==> src/rtl/ring_dma_pkg.sv <==
package ring_dma_pkg;

    // Control word, LSB upward: blocksize, datalen, reserved, sub_sof, eof, owner.
    typedef struct packed {
        logic        owner;
        logic        eof;
        logic        sub_sof;
        logic [4:0]  rsvd;
        logic [11:0] datalen;
        logic [11:0] blocksize;
    } dsc_ctrl_t;

    typedef enum logic [1:0] {
        SEL_CTRL = 2'd0,
        SEL_BUF  = 2'd1,
        SEL_LINK = 2'd2
    } dsc_sel_t;

    typedef enum logic [2:0] {
        ST_IDLE,
        ST_FETCH,
        ST_XFER,
        ST_DONE,
        ST_STALL
    } eng_state_t;

    function automatic dsc_ctrl_t init_ctrl(input logic [11:0] nbytes);
        dsc_ctrl_t c;
        c.owner     = 1'b1;
        c.eof       = 1'b1;
        c.sub_sof   = 1'b0;
        c.rsvd      = '0;
        c.datalen   = nbytes;
        c.blocksize = nbytes;
        return c;
    endfunction

    function automatic logic [11:0] bytes_to_words(input logic [11:0] nbytes);
        return {2'b00, nbytes[11:2]};
    endfunction

endpackage

==> src/rtl/ring_dma_table.sv <==
module ring_dma_table
    import ring_dma_pkg::*;
#(
    parameter int N_DESC         = 8,
    parameter int BUF_WORDS      = 64,
    parameter int AW             = 12,
    parameter bit LEN_FROM_BLOCK = 1'b0,
    localparam int IDX_W         = (N_DESC > 1) ? $clog2(N_DESC) : 1
) (
    input  logic             clk,
    input  logic             rst,
    input  logic             sw_we_i,
    input  logic [IDX_W-1:0] sw_idx_i,
    input  logic [1:0]       sw_sel_i,
    input  logic [31:0]      sw_wdata_i,
    output logic [31:0]      sw_rdata_o,
    input  logic [IDX_W-1:0] hw_idx_i,
    input  logic             hw_clr_i,
    output logic             hw_owner_o,
    output logic             hw_eof_o,
    output logic [11:0]      hw_len_o,
    output logic [AW-1:0]    hw_buf_o,
    output logic [IDX_W-1:0] hw_link_o
);

    dsc_ctrl_t        ctrl_q [N_DESC];
    logic [AW-1:0]    buf_q  [N_DESC];
    logic [IDX_W-1:0] link_q [N_DESC];

    always_ff @(posedge clk) begin
        for (int i = 0; i < N_DESC; i++) begin
            if (rst) begin
                ctrl_q[i] <= init_ctrl(12'(BUF_WORDS * 4));
                buf_q[i]  <= AW'(i * BUF_WORDS);
                link_q[i] <= IDX_W'((i + 1) % N_DESC);
            end else begin
                if (sw_we_i && sw_idx_i == IDX_W'(i) && sw_sel_i == SEL_CTRL)
                    ctrl_q[i] <= dsc_ctrl_t'(sw_wdata_i);
                else if (hw_clr_i && hw_idx_i == IDX_W'(i))
                    ctrl_q[i].owner <= 1'b0;
                if (sw_we_i && sw_idx_i == IDX_W'(i) && sw_sel_i == SEL_BUF)
                    buf_q[i] <= sw_wdata_i[AW-1:0];
                if (sw_we_i && sw_idx_i == IDX_W'(i) && sw_sel_i == SEL_LINK)
                    link_q[i] <= (sw_wdata_i < 32'(N_DESC)) ? sw_wdata_i[IDX_W-1:0] : '0;
            end
        end
    end

    always_comb begin
        case (sw_sel_i)
            SEL_CTRL: sw_rdata_o = ctrl_q[sw_idx_i];
            SEL_BUF:  sw_rdata_o = 32'(buf_q[sw_idx_i]);
            SEL_LINK: sw_rdata_o = 32'(link_q[sw_idx_i]);
            default:  sw_rdata_o = '0;
        endcase
    end

    assign hw_owner_o = ctrl_q[hw_idx_i].owner;
    assign hw_eof_o   = ctrl_q[hw_idx_i].eof;
    assign hw_len_o   = LEN_FROM_BLOCK ? ctrl_q[hw_idx_i].blocksize : ctrl_q[hw_idx_i].datalen;
    assign hw_buf_o   = buf_q[hw_idx_i];
    assign hw_link_o  = link_q[hw_idx_i];

    // Checker: a hardware completion without a competing control write leaves owner clear.
    logic [IDX_W-1:0] chk_idx_q;
    always_ff @(posedge clk) chk_idx_q <= hw_idx_i;

    assert_owner_clr_R6: assert property (@(posedge clk) disable iff (rst)
        (hw_clr_i && !(sw_we_i && sw_idx_i == hw_idx_i && sw_sel_i == SEL_CTRL))
        |=> !ctrl_q[chk_idx_q].owner);

endmodule

==> src/rtl/ring_dma_engine.sv <==
module ring_dma_engine
    import ring_dma_pkg::*;
#(
    parameter int IDX_W   = 3,
    parameter int AW      = 12,
    parameter bit CAPTURE = 1'b0
) (
    input  logic             clk,
    input  logic             rst,
    input  logic             start_i,
    input  logic [IDX_W-1:0] start_idx_i,
    input  logic             dsc_owner_i,
    input  logic             dsc_eof_i,
    input  logic [11:0]      dsc_len_i,
    input  logic [AW-1:0]    dsc_buf_i,
    input  logic [IDX_W-1:0] dsc_link_i,
    input  logic             beat_i,
    output logic             active_o,
    output logic [AW-1:0]    mem_addr_o,
    output logic [IDX_W-1:0] cur_idx_o,
    output logic             clr_owner_o,
    output logic             eof_evt_o,
    output logic [IDX_W-1:0] eof_idx_o,
    output logic             stall_o
);

    eng_state_t       state_q;
    logic [IDX_W-1:0] cur_q;
    logic [11:0]      cnt_q;
    logic [11:0]      len_q;
    logic [AW-1:0]    base_q;
    logic             eof_q;
    logic [IDX_W-1:0] eof_idx_q;
    logic [11:0]      words;

    assign words = bytes_to_words(dsc_len_i);

    always_ff @(posedge clk) begin
        if (rst) begin
            state_q   <= ST_IDLE;
            cur_q     <= '0;
            cnt_q     <= '0;
            len_q     <= '0;
            base_q    <= '0;
            eof_q     <= 1'b0;
            eof_idx_q <= '0;
        end else if (start_i) begin
            state_q <= ST_FETCH;
            cur_q   <= start_idx_i;
            cnt_q   <= '0;
        end else begin
            case (state_q)
                ST_FETCH: begin
                    cnt_q  <= '0;
                    len_q  <= words;
                    base_q <= dsc_buf_i;
                    eof_q  <= dsc_eof_i;
                    if (!dsc_owner_i)     state_q <= ST_STALL;
                    else if (words == '0) state_q <= ST_DONE;
                    else                  state_q <= ST_XFER;
                end
                ST_XFER: begin
                    if (beat_i) begin
                        cnt_q <= cnt_q + 12'd1;
                        if (cnt_q + 12'd1 == len_q) state_q <= ST_DONE;
                    end
                end
                ST_DONE: begin
                    if (eof_q) eof_idx_q <= cur_q;
                    cur_q   <= dsc_link_i;
                    state_q <= ST_FETCH;
                end
                ST_STALL: begin
                    if (dsc_owner_i) state_q <= ST_FETCH;
                end
                default: state_q <= ST_IDLE;
            endcase
        end
    end

    assign active_o    = (state_q == ST_XFER);
    assign mem_addr_o  = base_q + AW'(cnt_q);
    assign cur_idx_o   = cur_q;
    assign eof_evt_o   = (state_q == ST_DONE) && eof_q && !start_i;
    assign clr_owner_o = CAPTURE && (state_q == ST_DONE) && !start_i;
    assign eof_idx_o   = eof_idx_q;
    assign stall_o     = (state_q == ST_STALL);

    assert_hold_R3: assert property (@(posedge clk) disable iff (rst)
        (active_o && !beat_i && !start_i) |=> (active_o && $stable(mem_addr_o)));

    assert_cnt_R2: assert property (@(posedge clk) disable iff (rst)
        active_o |-> (cnt_q < len_q));

    assert_stall_R7: assert property (@(posedge clk) disable iff (rst)
        (stall_o && !start_i && !dsc_owner_i) |=> (stall_o && !active_o));

endmodule

==> src/rtl/ring_dma_irq.sv <==
module ring_dma_irq #(
    parameter int NCH = 2
) (
    input  logic           clk,
    input  logic           rst,
    input  logic [NCH-1:0] set_i,
    input  logic           clr_we_i,
    input  logic [NCH-1:0] clr_bits_i,
    input  logic [NCH-1:0] en_i,
    output logic [NCH-1:0] sts_o,
    output logic           irq_o
);

    logic [NCH-1:0] sts_q;
    logic [NCH-1:0] clr_mask;

    assign clr_mask = clr_we_i ? clr_bits_i : '0;

    always_ff @(posedge clk) begin
        if (rst) sts_q <= '0;
        else     sts_q <= (sts_q & ~clr_mask) | set_i;
    end

    assign sts_o = sts_q;
    assign irq_o = |(sts_q & en_i);

    for (genvar c = 0; c < NCH; c++) begin : g_chk
        assert_set_R5: assert property (@(posedge clk) disable iff (rst)
            set_i[c] |=> sts_q[c]);
        assert_clr_R8: assert property (@(posedge clk) disable iff (rst)
            (clr_we_i && clr_bits_i[c] && !set_i[c]) |=> !sts_q[c]);
    end

endmodule

==> src/rtl/ring_dma.sv <==
module ring_dma
    import ring_dma_pkg::*;
#(
    parameter int N_DESC    = 8,
    parameter int BUF_BYTES = 256,
    parameter int AW        = 12,
    parameter int DW        = 32,
    localparam int IDX_W    = (N_DESC > 1) ? $clog2(N_DESC) : 1,
    localparam int BUF_WORDS = BUF_BYTES / 4
) (
    input  logic             clk,
    input  logic             rst,
    input  logic [1:0]       start,
    input  logic [IDX_W-1:0] pb_start_idx,
    input  logic [IDX_W-1:0] cp_start_idx,
    input  logic             dsc_we,
    input  logic             dsc_ch,
    input  logic [IDX_W-1:0] dsc_idx,
    input  logic [1:0]       dsc_sel,
    input  logic [31:0]      dsc_wdata,
    output logic [31:0]      dsc_rdata,
    input  logic [1:0]       irq_en,
    input  logic             sts_we,
    input  logic [1:0]       sts_wdata,
    output logic [1:0]       irq_sts,
    output logic             irq,
    output logic [IDX_W-1:0] pb_eof_idx,
    output logic [IDX_W-1:0] cp_eof_idx,
    output logic [1:0]       stall,
    output logic [AW-1:0]    pb_mem_addr,
    input  logic [DW-1:0]    pb_mem_rdata,
    output logic             pb_valid,
    input  logic             pb_ready,
    output logic [DW-1:0]    pb_data,
    output logic [AW-1:0]    cp_mem_addr,
    output logic             cp_mem_we,
    output logic [DW-1:0]    cp_mem_wdata,
    input  logic             cp_valid,
    output logic             cp_ready,
    input  logic [DW-1:0]    cp_data
);

    localparam int NCH = 2;

    logic [IDX_W-1:0] sidx    [NCH];
    logic [IDX_W-1:0] eidx    [NCH];
    logic [AW-1:0]    maddr   [NCH];
    logic [31:0]      rdata   [NCH];
    logic [NCH-1:0]   beat, act, evt;

    assign sidx[0] = pb_start_idx;
    assign sidx[1] = cp_start_idx;
    assign beat[0] = pb_ready;
    assign beat[1] = cp_valid;

    for (genvar c = 0; c < NCH; c++) begin : g_ch
        logic             owner, eof, clr;
        logic [11:0]      len;
        logic [AW-1:0]    bufa;
        logic [IDX_W-1:0] link, cur;

        ring_dma_table #(
            .N_DESC(N_DESC), .BUF_WORDS(BUF_WORDS), .AW(AW), .LEN_FROM_BLOCK(c == 1)
        ) u_tab (
            .clk(clk), .rst(rst),
            .sw_we_i(dsc_we && (dsc_ch == 1'(c))), .sw_idx_i(dsc_idx),
            .sw_sel_i(dsc_sel), .sw_wdata_i(dsc_wdata), .sw_rdata_o(rdata[c]),
            .hw_idx_i(cur), .hw_clr_i(clr),
            .hw_owner_o(owner), .hw_eof_o(eof), .hw_len_o(len),
            .hw_buf_o(bufa), .hw_link_o(link)
        );

        ring_dma_engine #(
            .IDX_W(IDX_W), .AW(AW), .CAPTURE(c == 1)
        ) u_eng (
            .clk(clk), .rst(rst),
            .start_i(start[c]), .start_idx_i(sidx[c]),
            .dsc_owner_i(owner), .dsc_eof_i(eof), .dsc_len_i(len),
            .dsc_buf_i(bufa), .dsc_link_i(link),
            .beat_i(beat[c]), .active_o(act[c]), .mem_addr_o(maddr[c]),
            .cur_idx_o(cur), .clr_owner_o(clr), .eof_evt_o(evt[c]),
            .eof_idx_o(eidx[c]), .stall_o(stall[c])
        );
    end

    ring_dma_irq #(.NCH(NCH)) u_irq (
        .clk(clk), .rst(rst), .set_i(evt),
        .clr_we_i(sts_we), .clr_bits_i(sts_wdata), .en_i(irq_en),
        .sts_o(irq_sts), .irq_o(irq)
    );

    assign dsc_rdata    = rdata[dsc_ch];
    assign pb_eof_idx   = eidx[0];
    assign cp_eof_idx   = eidx[1];
    assign pb_mem_addr  = maddr[0];
    assign pb_valid     = act[0];
    assign pb_data      = pb_mem_rdata;
    assign cp_mem_addr  = maddr[1];
    assign cp_ready     = act[1];
    assign cp_mem_we    = act[1] && cp_valid;
    assign cp_mem_wdata = cp_data;

endmodule

==> config.mk <==
export PLATFORM = sky130hd
export DESIGN_NAME = ring_dma
export DESIGN_NICKNAME = d
export VERILOG_FILES = /design/src/rtl/ring_dma_pkg.sv /design/src/rtl/ring_dma_table.sv /design/src/rtl/ring_dma_engine.sv /design/src/rtl/ring_dma_irq.sv /design/src/rtl/ring_dma.sv
export SDC_FILE = /design/constraint.sdc
export NUM_CORES = 2
export LEC_CHECK = 0
export BUFFER_PORTS_ARGS = -buffer_cell sky130_fd_sc_hd__buf_2
export CAP_MARGIN = 5
export CORE_UTILIZATION = 60
export DETAILED_ROUTE_END_ITERATION = 8
export GPL_TIMING_DRIVEN = 0
export PLACE_DENSITY = 0.79
export SLEW_MARGIN = 0
export SYNTH_ARGS = -nofsm -noshare
export SYNTH_HDL_FRONTEND = slang
export SYNTH_SLANG_ARGS = --single-unit
==> constraint.sdc <==
create_clock -name clk -period 5 [get_ports clk]
set_input_delay 0.5 -clock clk [delete_from_list [all_inputs] [get_ports clk]]
set_output_delay 0.5 -clock clk [all_outputs]
set_load 0.02 [all_outputs]
## After elaboration in Yosys (flattened, before gate mapping)

Memories as Yosys holds them, arrays and structs flattened. A register that Yosys moved wholly into a read port is not among the register bits.
Index checks and enable logic that the tools add are counted.

| word-level totals | value |
|---|---|
| register bits after elaboration | 66 |
| RAM bits | 752 |
| bits of input ports | 120 |
| output and inout port bits | 134 |
| word-level logic and storage cells | 504 |
| memories kept | 6 |

| cells by class | value |
|---|---|
| $add $sub $neg | 4 |
| magnitude comparators | 2 |
| equal/unequal tests | 38 |
| mux-type cells | 271 |
| bitwise logic cells | 64 |
| reductions and logical operators | 104 |

Memory list:

| memory | depth | width | rd ports | clocked after memory_dff | write ports | RTL line | text |
|---|---|---|---|---|---|---|---|
| g_ch[0].u_tab.ctrl_q | 8 | 32 | 2 | 1 | 8 | ring_dma_table.sv:26 | `dsc_ctrl_t ctrl_q [N_DESC];` |
| g_ch[1].u_tab.ctrl_q | 8 | 32 | 2 | 1 | 8 | ring_dma_table.sv:26 |  |
| g_ch[0].u_tab.buf_q | 8 | 12 | 2 | 1 | 8 | ring_dma_table.sv:27 | `logic [AW-1:0] buf_q [N_DESC];` |
| g_ch[1].u_tab.buf_q | 8 | 12 | 2 | 1 | 8 | ring_dma_table.sv:27 |  |
| g_ch[0].u_tab.link_q | 8 | 3 | 2 | 1 | 8 | ring_dma_table.sv:28 | `logic [IDX_W-1:0] link_q [N_DESC];` |
| g_ch[1].u_tab.link_q | 8 | 3 | 2 | 1 | 8 | ring_dma_table.sv:28 |  |

Operators with widths:

| cell | number |
|---|---|
| 2-to-1 mux 32 bit | 19 |
| 2-to-1 mux 12 bit | 18 |
| one-hot mux 32 bit (3 select lines) | 2 |
| 2-to-1 mux 1 bit | 190 |
| 2-to-1 mux 3 bit | 37 |
| logical AND 1 bit | 80 |
| OR 1 bit | 56 |
| one-hot mux 12 bit (2 select lines) | 2 |
| < comparator 32 x 4 -> 1 bit, second input constant | 1 |
| == test 3 bit, second input constant | 10 |
| adder 12 x 1 -> 12 bit, second input constant | 2 |
| adder 12 bit | 2 |
| == test 12 x 10 -> 1 bit | 2 |
| == test 3 x 2 -> 1 bit, second input constant | 8 |
| logical NOT 12 bit | 2 |
| one-hot mux 3 bit (4 select lines) | 2 |
| AND reduction 3 bit | 6 |
| inequality test 3 x 2 -> 1 bit, second input constant | 5 |
| == test 3 x 1 -> 1 bit, second input constant | 4 |
| inequality test 2 x 1 -> 1 bit, second input constant | 5 |
| AND reduction 2 bit | 4 |
| nonzero test 2 bit | 4 |
| logical NOT 3 bit | 2 |
| OR reduction 2 bit | 3 |
| 13 further kinds | 17 |

## Longest topological paths before layout

| depth | value |
|---|---|
| depth in word-level cells | 8 |
| mapped depth | 9 |
| depth with buffers taken out | 9 |

## Cells and area by module

From an unflattened synthesis, not the netlist that was laid out.

| unflattened totals | value |
|---|---|
| cells, all modules | 3,320 |
| area, all modules | 45,202.1 um^2 |

By module, submodules not included:

| module | times used | cells each | area each (um^2) |
|---|---|---|---|
| ring_dma_table at g_ch[0].u_tab | 1 | 1,261 | 19,436.1 |
| ring_dma_table at g_ch[1].u_tab | 1 | 1,254 | 19,284.7 |
| ring_dma_engine at g_ch[0].u_eng | 1 | 346 | 2,690.1 |
| ring_dma_engine at g_ch[1].u_eng | 1 | 347 | 2,678.8 |
| ring_dma | 1 | 103 | 1,031.0 |
| ring_dma_irq | 1 | 9 | 81.3 |

## Worst setup path after synthesis

Ideal clock, no wire load.

| timing | value |
|---|---|
| path type | input-to-reg |
| from | in dsc_idx[0] |
| to | mem g_ch[0].u_tab.ctrl_q[7][0] in the netlist's numbering, enable pin |
| library setup time | 428 ps |
| data arrival time | 2,970 ps |
| data required time | 4,572 ps |
| path slack | 1,602 ps |
| stages on the path | 7 |
| buffers on the path | 5 |
| path through | buf_2 > buf_6 > buf_4 > buf_2 > nand3_1 > clkbuf_1 > o21bai_1 |

RTL lines:

| what | RTL line | text |
|---|---|---|
| start: declaration | ring_dma.sv:18 | `input logic [IDX_W-1:0] dsc_idx,` |
| end: declaration | ring_dma_table.sv:26 |  |

## Final worst setup path

| timing | value |
|---|---|
| from | in dsc_idx[1] |
| to | out dsc_rdata[31] |

| between the ends | value |
|---|---|
| word-level cells in the longest chain between the ends | 5 |
| elaborated cells between the ends (all ways) | 7 |
| those cells by class | mux (5); memory (2) |

Ends and longest elaborated chain:

| what | RTL line | text |
|---|---|---|
| memory (8 x 32 bit) | -- |  |
| one-hot mux 32 bit (3 select lines) | ring_dma_table.sv:50 | `case (sw_sel_i)` |
| 2-to-1 mux 32 bit (not written as such) (*) (3 in series) | ring_dma.sv:92 | `assign dsc_rdata = rdata[dsc_ch];` |
| end: declaration | ring_dma.sv:21 | `output logic [31:0] dsc_rdata,` |

Every way passes the cells marked *; elsewhere a longest branch is shown, timed or not. The select of a mux whose other input is x is not followed.

==> results.sh <==
export IMPL_status="completed"
export IMPL_drv_cap=0
export IMPL_crit_top_cell="buf_2"
export IMPL_min_period_ns=4.153
export IMPL_hpwl_mm=113.5
export IMPL_die_area_sq_mm=0.07433
export IMPL_cts_buffers_inserted=89
export IMPL_yosys_area_top_type="edfxtp_1"
export IMPL_num_vias=32570
export IMPL_fillers=4901
export IMPL_vdd_drop_max_mv=0.2824
export IMPL_arrival_ns=3.65
export IMPL_fin_worst_hold_slack_ns=0.1373
export IMPL_synth_warnings=0
export IMPL_synth_cells=3187
export IMPL_crit_chain="buf_2 > buf_2 > clkbuf_1 > mux4_2 > mux4_2 > and2_1 > buf_2"
export IMPL_post_dp_cell_area_sq_mm=0.04646
export IMPL_postCtsSetupRepairBufs=0
export IMPL_ctsHtreeMaxLevel=3
export IMPL_critical_path_required_ns=4.50
export IMPL_start_util_pct=61.06
export IMPL_finClkSkew_ns=0.03709
export IMPL_max_slew_worst_pin_slew_ns=1.419
export IMPL_grt_usage_pct=42.33
export IMPL_ctsResizeCount=0
export IMPL_ys_types=72
export IMPL_cts_root_buffer="clkbuf_16"
export IMPL_ios=254
export IMPL_multiInputGateArea_sq_mm=0.01755
export IMPL_final_cell_area_sq_mm=0.04944
export IMPL_start_kind="input port"
export IMPL_finalHoldViolations=0
export IMPL_grt_start_max_net_pins=27
export IMPL_cts_tree="yes"
export IMPL_cts_hold_buffers_added=0
export IMPL_dieHeight_um=272.6
export IMPL_rows=98
export IMPL_clk_pin_slew_ns=0.06
export IMPL_cts_sinks=848
export IMPL_postRouteAntennaNets=0
export IMPL_finalSetupViolCount=0
export IMPL_drive_gt1_share_pct=23.25
export IMPL_crit_path_end_kind="output port"
export IMPL_via_per_inst=7.216
export IMPL_final_cell_mix="752 x edfxtp_1, 399 x and3_1, 330 x mux4_2"
export IMPL_grt_first_pass_wirelength_mm=220.0
export IMPL_critPathBufInv=4
export IMPL_antenna_found_initial=11
export IMPL_power_density_mw_per_mm2=347.8
export IMPL_drt_initial_drc_count=5477
export IMPL_crit_family="buffers and inverters"
export IMPL_synth_top_cell_area_share_pct=51.38
export IMPL_gp_congestion=1.007
export IMPL_clk_latency_ns=0.69
export IMPL_clock_fmax_mhz=240.8
export IMPL_slew_viol_final=0
export IMPL_fin_crit_sh_pct=83.07
export IMPL_syn_avg_cell_area_sq_um=13.79
export IMPL_drc=0
export IMPL_grt_overflow_total=0
export IMPL_die_x_um=272.6
export IMPL_layout_commonest_cell="edfxtp_1"
export IMPL_slew_headroom_pct=5.386
export IMPL_nNetsFinal=3627
export IMPL_fin_util_pct=68.69
export IMPL_cpPeakStageDelay_ns=1.08
export IMPL_clk_path_buf_depth=3
export IMPL_cp_slowest_cell="clkbuf_1"
export IMPL_io_buffer_count=187
export IMPL_synth_edf_count=752
export IMPL_path_max_fanout=10
export IMPL_firstDrtPassIters=6
export IMPL_netlist_area_sq_mm=0.04395
export IMPL_worstSetupPathType="in -> out"
export IMPL_grt_pass1_vias=31950
export IMPL_p_leak_nw=18.37
export IMPL_hold_path_class="in -> reg"
export IMPL_async_flop_share_pct=0
export IMPL_seq_area_sq_mm=0.02450
export IMPL_rsz0062_at_grt="no"
export IMPL_yosysSeqAreaShare_pct=55.76
export IMPL_core_area_sq_mm=0.07198
export IMPL_synth_main_ff_cell="edfxtp_1"
export IMPL_synth_seq_cells=848
export IMPL_synth_area_leaders="edfxtp_1 51%, mux4_2 17%, and3_1 5.7%"
export IMPL_routed_wl_mm=157.2
export IMPL_syn2layout_area_growth_pct=12.49
export IMPL_syn_nets=3333
export IMPL_wl_per_cell_um=34.82
==> cells by family after synthesis <==
family          synth area share (%)
simple gates                   15.22
flops                          55.76
mux                            19.18
buf+inv                        4.399
compound gates                 3.772
xor+xnor                      0.8968
fa+ha+maj                     0.7744
==> final cells by class <==
| type | count | area share (%) |
|---|---|---|
| diodes | 6 | 0.03037 |
| plain buffers | 390 | 3.720 |
| clock buffers | 112 | 4.796 |
| clock inverters | 55 | 1.202 |
| inverters | 25 | 0.1898 |
| multi-input cells | 1924 | 35.49 |
| flip-flops and latches | 848 | 49.56 |
| well taps | 950 | 2.404 |
| repair buffers | 203 | 2.602 |
==> worst register-to-register path, delay by kind of cell (launching register included) <==
| family | cells | cell delay, ns |
|---|---|---|
| buffers and inverters | 2 | 1.38 |
| flip-flops | 1 | 0.45 |
| multiplexers | 2 | 0.83 |
| AND/OR/NAND/NOR | 1 | 0.54 |
| AO/OA/AOI/OAI | 2 | 0.47 |
==> cell usage after synthesis, types with 23 or more instances <==
cell type  instances
xnor2_1           34
clkbuf_1         251
o21ai_0           35
mux2i_1           93
edfxtp_1         752
nor3_1            35
nand2b_1          23
a21oi_1           51
a211oi_1          58
nor2_1           181
and3_1           399
buf_2             39
dfxtp_1           96
mux4_2           330
inv_1             24
ha_1              24
a21o_1            39
nand3_1           51
or3_1             81
nand2_1           75
buf_4             81
and2_1           250
==> per-stage QoR <==
step	std cells	power, W	TNS [ns]	setup slack, ns
detailed placement	4340	0.01036	0	0.5511
floorplan	3187	0.009510	0	1.602
global route	4507	0.01743	0	0.9228
CTS	4507	0.01701	0	1.038
global placement	4324	0.01027	-61.21	-0.9498
finish	4513	0.01720	0	0.8466
==> sequential cells by signal, indices dropped and copies added (netlist names), named ones only <==
| name | count |
|---|---|
| g_ch.u_eng.eof_idx_o | 6 |
| g_ch.u_eng.state_q | 6 |
| g_ch.u_tab.buf_q | 192 |
| g_ch.u_eng.base_q | 24 |
| g_ch.u_tab.ctrl_q | 512 |
| g_ch.u_eng.cnt_q | 24 |
| g_ch.u_tab.link_q | 48 |
| u_irq.sts_o | 2 |
| g_ch.u_eng.eof_q | 2 |
| g_ch.u_eng.len_q | 20 |
| g_ch.u_eng.cur_idx_o | 6 |
==> report_power, final <==
group	internal, W	leakage (nW)	total [W]	switching (W)
Combinational	0.000780	8.95	0.00210	0.00132
Sequential	0.00806	7.98	0.00823	0.000175
Clock	0.00395	1.45	0.00686	0.00292
Total	0.0128	18.4	0.0172	0.00441
==> metal layers <==
layer / part of all wire (%) / vias up / track usage [%] / routed length [um]
met5: 0.13 / - / 0 / 198
met4: 6.7 / 10 / 24.65 / 10540
met3: 17 / 659 / 16.58 / 27210
met2: 44 / 3119 / 62.84 / 69100
met1: 32 / 15930 / 52.96 / 50120
li1: - / 12850 / - / -
==> final timing paths <==
kind	from	end	slack, ns	cells after the start
worst max-delay path	dsc_idx[1]	dsc_rdata[31]	0.85	7
worst max register to register	flip-flop	g_ch[0].u_eng.state_q[0]	1.26	7
worst min-delay path	sts_wdata[1]	u_irq.sts_o[1]	0.14	4
worst min register to register	g_ch[1].u_eng.eof_idx_o[1]	g_ch[1].u_eng.eof_idx_o[1]	0.47	2
No activity file was read; power rests on OpenSTA's default activity.
